File: src/rtl/tpp_pkg.sv
package tpp_pkg;
  typedef enum logic [1:0] {
    SPLIT_A_FULL = 2'd0,
    SPLIT_A12_B8 = 2'd1,
    SPLIT_A8_B12 = 2'd2,
    SPLIT_B_FULL = 2'd3
  } split_e;
endpackage

File: src/rtl/tpp_size_decode.sv
module tpp_size_decode
  import tpp_pkg::*;
#(
  parameter int SIZE_W     = 5,
  parameter int CODE_FULL  = 21,
  parameter int CODE_WIDE  = 13,
  parameter int CODE_SMALL = 9
) (
  input  logic [SIZE_W-1:0] size_a,
  input  logic [SIZE_W-1:0] size_b,
  output split_e            split,
  output logic              bad_pair
);
  localparam logic [SIZE_W-1:0] K_FULL  = SIZE_W'(CODE_FULL);
  localparam logic [SIZE_W-1:0] K_WIDE  = SIZE_W'(CODE_WIDE);
  localparam logic [SIZE_W-1:0] K_SMALL = SIZE_W'(CODE_SMALL);

  logic b_full, a_full, a12b8, a8b12;

  always_comb begin
    b_full = (size_b == K_FULL);
    a_full = (size_a == K_FULL);
    a12b8  = (size_a == K_WIDE)  && (size_b == K_SMALL);
    a8b12  = (size_a == K_SMALL) && (size_b == K_WIDE);
    // core B full width wins over everything else
    if (b_full)     split = SPLIT_B_FULL;
    else if (a12b8) split = SPLIT_A12_B8;
    else if (a8b12) split = SPLIT_A8_B12;
    else            split = SPLIT_A_FULL;
    bad_pair = !(b_full || a_full || a12b8 || a8b12);
  end
endmodule

File: src/rtl/tpp_slice.sv
module tpp_slice #(
  parameter int STAT_W = 3,
  parameter int PKT_W  = 16,
  parameter int KEEP   = 16,
  localparam int OUT_W = STAT_W + 1 + KEEP
) (
  input  logic [STAT_W-1:0] stat,
  input  logic              sync,
  input  logic [PKT_W-1:0]  pkt,
  output logic [OUT_W-1:0]  slice
);
  assign slice = {stat, sync, pkt[KEEP-1:0]};
endmodule

File: src/rtl/tpp_bus_mux.sv
module tpp_bus_mux
  import tpp_pkg::*;
#(
  parameter int FULL_W  = 20,
  parameter int WIDE_W  = 12,
  parameter int SMALL_W = 8
) (
  input  split_e             split,
  input  logic [FULL_W-1:0]  a_full,
  input  logic [WIDE_W-1:0]  a_wide,
  input  logic [SMALL_W-1:0] a_small,
  input  logic [FULL_W-1:0]  b_full,
  input  logic [WIDE_W-1:0]  b_wide,
  input  logic [SMALL_W-1:0] b_small,
  output logic [FULL_W-1:0]  bus
);
  always_comb begin
    unique case (split)
      SPLIT_B_FULL: bus = b_full;
      SPLIT_A12_B8: bus = {b_small, a_wide};
      SPLIT_A8_B12: bus = {a_small, b_wide};
      default:      bus = a_full;
    endcase
  end
endmodule

File: src/rtl/trace_port_packer.sv
module trace_port_packer
  import tpp_pkg::*;
#(
  parameter int PKT_W      = 16,
  parameter int STAT_W     = 3,
  parameter int WIDE_PKT   = 8,
  parameter int SMALL_PKT  = 4,
  parameter int SIZE_W     = 5,
  parameter int CODE_FULL  = 21,
  parameter int CODE_WIDE  = 13,
  parameter int CODE_SMALL = 9,
  localparam int BUS_W     = STAT_W + 1 + PKT_W
) (
  input  logic              clk,
  input  logic              rst,
  input  logic [PKT_W-1:0]  a_pkt,
  input  logic [STAT_W-1:0] a_stat,
  input  logic              a_sync,
  input  logic [SIZE_W-1:0] a_size,
  input  logic [PKT_W-1:0]  b_pkt,
  input  logic [STAT_W-1:0] b_stat,
  input  logic              b_sync,
  input  logic [SIZE_W-1:0] b_size,
  output logic [BUS_W-1:0]  trace_data,
  output logic [1:0]        mode,
  output logic              cfg_err
);
  localparam int WIDE_W  = STAT_W + 1 + WIDE_PKT;
  localparam int SMALL_W = STAT_W + 1 + SMALL_PKT;
  localparam logic [SIZE_W-1:0] K_FULL  = SIZE_W'(CODE_FULL);
  localparam logic [SIZE_W-1:0] K_WIDE  = SIZE_W'(CODE_WIDE);
  localparam logic [SIZE_W-1:0] K_SMALL = SIZE_W'(CODE_SMALL);

  logic [PKT_W-1:0]   pkt_c  [2];
  logic [STAT_W-1:0]  stat_c [2];
  logic               sync_c [2];
  logic [BUS_W-1:0]   full_s [2];
  logic [WIDE_W-1:0]  wide_s [2];
  logic [SMALL_W-1:0] small_s[2];

  assign pkt_c[0]  = a_pkt;
  assign pkt_c[1]  = b_pkt;
  assign stat_c[0] = a_stat;
  assign stat_c[1] = b_stat;
  assign sync_c[0] = a_sync;
  assign sync_c[1] = b_sync;

  for (genvar c = 0; c < 2; c++) begin : g_core
    tpp_slice #(.STAT_W(STAT_W), .PKT_W(PKT_W), .KEEP(PKT_W)) u_full (
      .stat(stat_c[c]), .sync(sync_c[c]), .pkt(pkt_c[c]), .slice(full_s[c]));
    tpp_slice #(.STAT_W(STAT_W), .PKT_W(PKT_W), .KEEP(WIDE_PKT)) u_wide (
      .stat(stat_c[c]), .sync(sync_c[c]), .pkt(pkt_c[c]), .slice(wide_s[c]));
    tpp_slice #(.STAT_W(STAT_W), .PKT_W(PKT_W), .KEEP(SMALL_PKT)) u_small (
      .stat(stat_c[c]), .sync(sync_c[c]), .pkt(pkt_c[c]), .slice(small_s[c]));
  end

  split_e           split_nxt;
  logic             bad_nxt;
  logic [BUS_W-1:0] bus_nxt;

  tpp_size_decode #(
    .SIZE_W(SIZE_W), .CODE_FULL(CODE_FULL),
    .CODE_WIDE(CODE_WIDE), .CODE_SMALL(CODE_SMALL)
  ) u_dec (
    .size_a(a_size), .size_b(b_size), .split(split_nxt), .bad_pair(bad_nxt));

  tpp_bus_mux #(.FULL_W(BUS_W), .WIDE_W(WIDE_W), .SMALL_W(SMALL_W)) u_mux (
    .split(split_nxt),
    .a_full(full_s[0]), .a_wide(wide_s[0]), .a_small(small_s[0]),
    .b_full(full_s[1]), .b_wide(wide_s[1]), .b_small(small_s[1]),
    .bus(bus_nxt));

  always_ff @(posedge clk) begin
    if (rst) begin
      trace_data <= '0;
      mode       <= 2'd0;
      cfg_err    <= 1'b0;
    end else begin
      trace_data <= bus_nxt;
      mode       <= split_nxt;
      cfg_err    <= bad_nxt;
    end
  end


  reset_clear_chk: assert property (@(posedge clk)
    rst |=> (trace_data == '0 && mode == 2'd0 && !cfg_err));


  b_full_chk: assert property (@(posedge clk) disable iff (rst)
    (b_size == K_FULL) |=> (mode == 2'd3 && !cfg_err &&
      trace_data == {$past(b_stat), $past(b_sync), $past(b_pkt)}));


  a12_b8_chk: assert property (@(posedge clk) disable iff (rst)
    (a_size == K_WIDE && b_size == K_SMALL) |=> (mode == 2'd1 && !cfg_err));


  a8_b12_chk: assert property (@(posedge clk) disable iff (rst)
    (a_size == K_SMALL && b_size == K_WIDE) |=> (mode == 2'd2 && !cfg_err));


  err_mode_chk: assert property (@(posedge clk) disable iff (rst)
    cfg_err |-> (mode == 2'd0));


  a_full_chk: assert property (@(posedge clk) disable iff (rst)
    (a_size == K_FULL && b_size != K_FULL) |=> (mode == 2'd0 && !cfg_err &&
      trace_data == {$past(a_stat), $past(a_sync), $past(a_pkt)}));
endmodule

File: config.mk
export PLATFORM = sky130hd
export DESIGN_NAME = trace_port_packer
export DESIGN_NICKNAME = d
export VERILOG_FILES = /design/src/rtl/tpp_pkg.sv /design/src/rtl/tpp_size_decode.sv /design/src/rtl/tpp_slice.sv /design/src/rtl/tpp_bus_mux.sv /design/src/rtl/trace_port_packer.sv
export SDC_FILE = /design/constraint.sdc
export NUM_CORES = 1
export LEC_CHECK = 0
export BUFFER_PORTS_ARGS = -buffer_cell sky130_fd_sc_hd__buf_2
export CAP_MARGIN = 20
export CORE_ASPECT_RATIO = 1.25
export CORE_UTILIZATION = 25
export CTS_BUF_LIST = sky130_fd_sc_hd__clkbuf_2
export CTS_CLUSTER_SIZE = 10
export DETAILED_ROUTE_END_ITERATION = 8
export HOLD_SLACK_MARGIN = 0.1
export SLEW_MARGIN = 10
export SYNTH_ARGS = -nofsm -noshare
export SYNTH_HDL_FRONTEND = slang
export SYNTH_HIERARCHICAL = 1
export SYNTH_SLANG_ARGS = --single-unit
File: constraint.sdc
create_clock -name clk -period 5.2 [get_ports clk]
set_input_delay 1.04 -clock clk [delete_from_list [all_inputs] [get_ports clk]]
set_output_delay 1.04 -clock clk [all_outputs]
set_load 0.02 [all_outputs]
==> out/metrics.yaml, run 1 <==
status: "finished, final reports clean"
critPathSlowestCell: "o21ai_4"
hp-class: "input port to flop"
whs_ns: 1.09
grt_max_degree: 24
path_clk_slew_ns: 0.25
fin_tns_setup_ns: 0
wl_per_cell_um: 11.0
postPlaceCellArea_um2: 1690
critical-path-top-delay-family: "compound AO/OA/AOI/OAI gates"
fin_crit_sh_pct: 54.7
postCtsResizedCells: 0
ant_nets: 0
p_leak_nw: 0.735
multi_input_area_um2: 746
cts_sinks: 23
startpoint_type: "input port"
gp_congestion: 0.637
io_buffers: 74
die_w_um: 78.9
final_cell_mix: "buf_2 (74), dfxtp_1 (23), mux4_2 (20)"
cp_num_buf_inv: 1
cp.arrival_ns: 3.10
fin_area_um2: 1720
pin_count: 75
grt_overflow: 0
htree_levels: 1
max_freq_ghz: 0.352
power_switching_mw: 0.0998
maxCapViolCount: 0
cts_setup_buffers: 0
grt_pass1_vias: 924
coreArea_um2: 7060
grt_pass1_wl_um: 4370
maxSlewViolCount: 0
p_seq_share_pct: 53.8
synth_top_cell_area_share_pct: 32.5
via_per_inst: 3.84
yosysSeqAreaShare_pct: 24.9
synthesis.area_um2: 1850
antenna_found_initial: 0
period_minus_slack_ns: 2.84
final_nets: 210
power.internal_mw: 0.252
syn_to_final_growth_pct: -6.64
required_ns: 5.46
grt.total_usage_pct: 7.29
synthDistinctLibCells: 16
p_comb_share_pct: 23.1
cts_tree: "done"
vias: 948
placementRows: 34
yosys_register_bits: 23
die_h_um: 98.1
syn_inst: 164
hold_viol: 0
tightestPinTransition_ns: 0.970
antennaDiodeCount: 0
drc: 0
rsz0062_at_grt: "no"
yosysWarnings: 6
cts-root-buf: "clkbuf_2"
numCtsBuffers: 3
fillers: 781
finalSetupViolCount: 0
p_sw_share_pct: 28.4
cp_max_fo: 21
hold_buffers: 0
cp-end-kind: "flop"
drive_gt1_share_pct: 77.1
initial_utilization_pct: 26.2
crit_chain: "buf_2 -> and4bb_1 -> nand3_2 -> o21ai_4 -> mux4_2 -> nor2b_2"
routed_wl_um: 2730
slew-limit-headroom_pct: 35.1
pwr-share-clk_pct: 23.2
dieArea_um2: 7740
powerDensity_nw_per_um2: 204
syn_nets: 216
final_common_cell: "buf_2"
dr.pass1.iters: 3
slowest_delay_ns: 0.79
regArea_um2: 460
drtIter0Drc: 21
synth.area.top_cells: "buf_4 (33%), dfxtp_1 (25%), mux4_2 (24%)"
peakVddDrop_uv: 62.7
syn_area_per_cell_um2: 11.3
worstSetupPathType: "input port to flop"
yosys.area.top_type: "buf_4"
clk_path_buf_depth: 2
-- power by group through the flow --
stage | combinational [mW] | sequential, mW | clock [mW]
2_1_floorplan | 0.0756 | 0.206 | 0
3_3_place_gp | 0.0810 | 0.193 | 0
3_5_place_dp | 0.0820 | 0.193 | 0
4_1_cts | 0.0821 | 0.189 | 0.0924
5_1_grt | 0.0890 | 0.191 | 0.0987
6_report | 0.0811 | 0.189 | 0.0814
-- per-stage QoR --
step | power (mW) | cells | utilization (%) | worst slack [ns]
final | 0.352 | 247 | 24.4 | 2.36
after global routing | 0.378 | 247 | 24.4 | 2.23
after CTS | 0.364 | 246 | 24.2 | 2.31
after detailed placement | 0.275 | 242 | 23.9 | 1.87
after global placement | 0.274 | 242 | 23.9 | 1.90
after floorplan | 0.282 | 164 | - | 2.47
-- kinds of logic (layout without fill, tap and decap cells) --
group	Yosys count	count (layout)	share of synthesized area, %
AOI/OAI and AO/OA	3	3	1.15
buffers and inverters	86	79	35.5
muxes	20	20	24.4
DFF	23	23	24.9
and+or+nand+nor	32	32	14.0
-- cell type report --
cell class / count / share of cell area, %
timing repair buffer: 75 / 22.4
clock buffer: 4 / 1.16
multi-input combinational: 55 / 43.3
tap: 90 / 6.53
sequential: 23 / 26.7
-- final timing paths --
check,start,to,cells past startpoint,slack (ns)
setup / recovery,a_size[4],trace_data[4],6,2.36
hold / removal,a_size[3],cfg_err,3,1.09
-- synthesized netlist by cell type --
cell type	instances
o221a_1	1
nand2b_1	2
buf_4	80
nand4b_1	1
buf_2	2
mux4_2	20
o21ai_0	2
and2b_2	5
nand3_2	1
and4bb_1	1
dfxtp_1	23
and2_0	1
nor2b_1	6
nor2b_2	14
buf_6	4
nand3_1	1
-- flip-flops by register name, summed over array words and instances (netlist names) --
name	flops
trace_data	20
cfg_err	1
mode	2
-- worst min-delay path, delay by kind of cell --
family | cells | cell delay, ns
AOI/OAI and AO/OA | 1 | 0.18
buffers and inverters | 1 | 0.09
and+or+nand+nor | 1 | 0.13
-- metal layers --
metal  wire, um  global-route usage, %  vias up
met5          0                      0        -
met4         19                   2.52        0
met3        191                   1.21        2
met2       1360                   12.6       42
met1       1160                   9.08      439
li1           -                      -      465
Power figures use the tool's default switching activity.
==> run 2: changes to the inputs <==
==> constraint.sdc (replaced) <==
create_clock -name clk -period 2.8 [get_ports clk]
set_input_delay 0.56 -clock clk [delete_from_list [all_inputs] [get_ports clk]]
set_output_delay 0.56 -clock clk [all_outputs]
set_load 0.02 [all_outputs]
==> run 2 against run 1 <==
Sequential power rose by 86%. Global-route usage barely moved. Clock power rose by 83%. Non-clock buffer count rose by 1. Final cell count rose by 0.40%. Final area rose by 0.73%. Combinational power rose by 86%. Critical path type unchanged. Largest power group unchanged. Sequential share of layout area fell by 0.19 points. Utilization rose by 0.18 points. Die area did not move.
==> out/metrics.yaml, run 2 (same netlist as run 1, synthesis figures left out) <==
status: "finished, final reports clean"
wl_per_cell_um: 10.9  # -1.3%
htree_levels: 1  # unchanged
postCtsResizedCells: 0  # unchanged
largestRegisters: "trace_data (20), mode (2), cfg_err (1)"
dp.final_hpwl_um: 2020
vias: 950  # +0.21%
top_register: "trace_data"
period_minus_slack_ns: 1.90
cts_tree: "done"
p_leak_nw: 0.742  # +0.87%
slew-limit-headroom_pct: 61.8  # +27 points
grt_max_degree: 24  # unchanged
initial_utilization_pct: 26.2  # unchanged
tightestPinTransition_ns: 0.573  # -0.397 ns
fin_crit_sh_pct: 67.8
dr.pass1.iters: 2  # -1
hp-class: "input port to flop"
cts_sinks: 23  # unchanged
die_h_um: 98.1  # unchanged
grt_pass1_vias: 944  # +2.2%
final_common_cell: "buf_2"
hold_viol: 0  # unchanged
critPathSlowestCell: "mux4_2"
antenna_found_initial: 0  # unchanged
finalSetupViolCount: 0  # unchanged
final_nets: 211  # +0.48%
hold_buffers: 0  # unchanged
final_cell_mix: "buf_2 (74), dfxtp_1 (23), mux4_2 (20)"
worstSetupPathType: "input port to flop"
cp-end-kind: "flop"
numCtsBuffers: 3  # unchanged
fillers: 781  # unchanged
maxCapViolCount: 0  # unchanged
required_ns: 3.08  # -2.38 ns
syn_to_final_growth_pct: -5.96
cts_setup_buffers: 0  # unchanged
gp_congestion: 0.649  # +2.0%
max_freq_ghz: 0.527
regArea_um2: 460  # unchanged
drc: 0  # unchanged
io_buffers: 74  # unchanged
place_inst: 244  # +0.83%
placementRows: 34  # unchanged
drive_gt1_share_pct: 77.2  # +0.15 points
antennaDiodeCount: 0  # unchanged
cts-root-buf: "clkbuf_2"
crit_chain: "buf_2 -> and4bb_1 -> nand3_2 -> o21ai_4 -> buf_12 -> mux4_2 -> and2b_2"
whs_ns: 0.616  # -0.472 ns
cp_max_fo: 21  # unchanged
startpoint_type: "input port"
grt.total_usage_pct: 7.26  # -0.034 points
grt_pass1_wl_um: 4370  # -0.16%
stdcell_count: 248  # +0.40%
drtIter0Drc: 25  # +19%
maxSlewViolCount: 0  # unchanged
multi_input_area_um2: 746  # unchanged
largest_reg_flops: 20  # unchanged
fin_tns_setup_ns: 0  # unchanged
ant_nets: 0  # unchanged
routed_wl_um: 2700  # -0.88%
powerDensity_nw_per_um2: 375  # +84%
path_clk_slew_ns: 0.24  # about the same
clk_path_buf_depth: 2  # unchanged
grt_overflow: 0  # unchanged
pin_count: 75  # unchanged
die_w_um: 78.9  # unchanged
rsz0062_at_grt: "no"
peakVddDrop_uv: 120  # +92%
cp.arrival_ns: 2.17  # -0.93 ns
coreArea_um2: 7060  # unchanged
slowest_delay_ns: 0.51  # -0.28 ns
via_per_inst: 3.83  # -0.19%
dieArea_um2: 7740  # unchanged
==> run 2: changes by cell type in the layout (fill, tap and decap cells not counted), sizes merged <==
cell,delta
buf,+1
==> run 2: power breakdown <==
part           switching, mW  internal [mW]  total, mW
clock network          0.111         0.0377      0.149
registers            0.00385          0.347      0.351
logic                 0.0676         0.0833      0.151
==> run 2: stage by stage <==
| stage | cell area, um2 | total power, mW | util, % | setup slack [ns] |
|---|---|---|---|---|
| final | 1740 | 0.651 | 24.6 | 0.902 |
| after global routing | 1740 | 0.696 | 24.6 | 0.877 |
| after CTS | 1740 | 0.679 | 24.6 | 0.942 |
| after detailed placement | 1720 | 0.511 | 24.3 | 0.482 |
| after global placement | 1720 | 0.509 | 24.3 | 0.521 |
| after floorplan | 1850 | 0.524 | - | 0.548 |
==> run 2: path summary, 6_finish.rpt <==
| check | start | endpoint | slack, ns | cells past startpoint |
|---|---|---|---|---|
| worst max-delay path | a_size[4] | trace_data[17] | 0.90 | 7 |
| worst min-delay path | a_size[3] | cfg_err | 0.62 | 3 |
==> run 2: final cells by class <==
class	count	area share [%]
clock buffer	4	1.15
multi-input combinational	55	42.9
sequential	23	26.5
tap	90	6.48
timing repair buffer	76	22.9
==> run 2: worst max-delay path: cells and delay by family <==
| family | cells | cell delay, ns |
|---|---|---|
| AOI/OAI and AO/OA | 1 | 0.19 |
| buffers and inverters | 2 | 0.32 |
| muxes | 1 | 0.51 |
| and+or+nand+nor | 3 | 0.60 |
==> run 2: metal layers <==
metal | vias up | global-route usage (%) | routed length [um]
met5 | - | 0 | 0
met4 | 0 | 2.52 | 19
met3 | 2 | 1.31 | 195
met2 | 42 | 13.2 | 1360
met1 | 436 | 8.34 | 1120
li1 | 470 | - | -
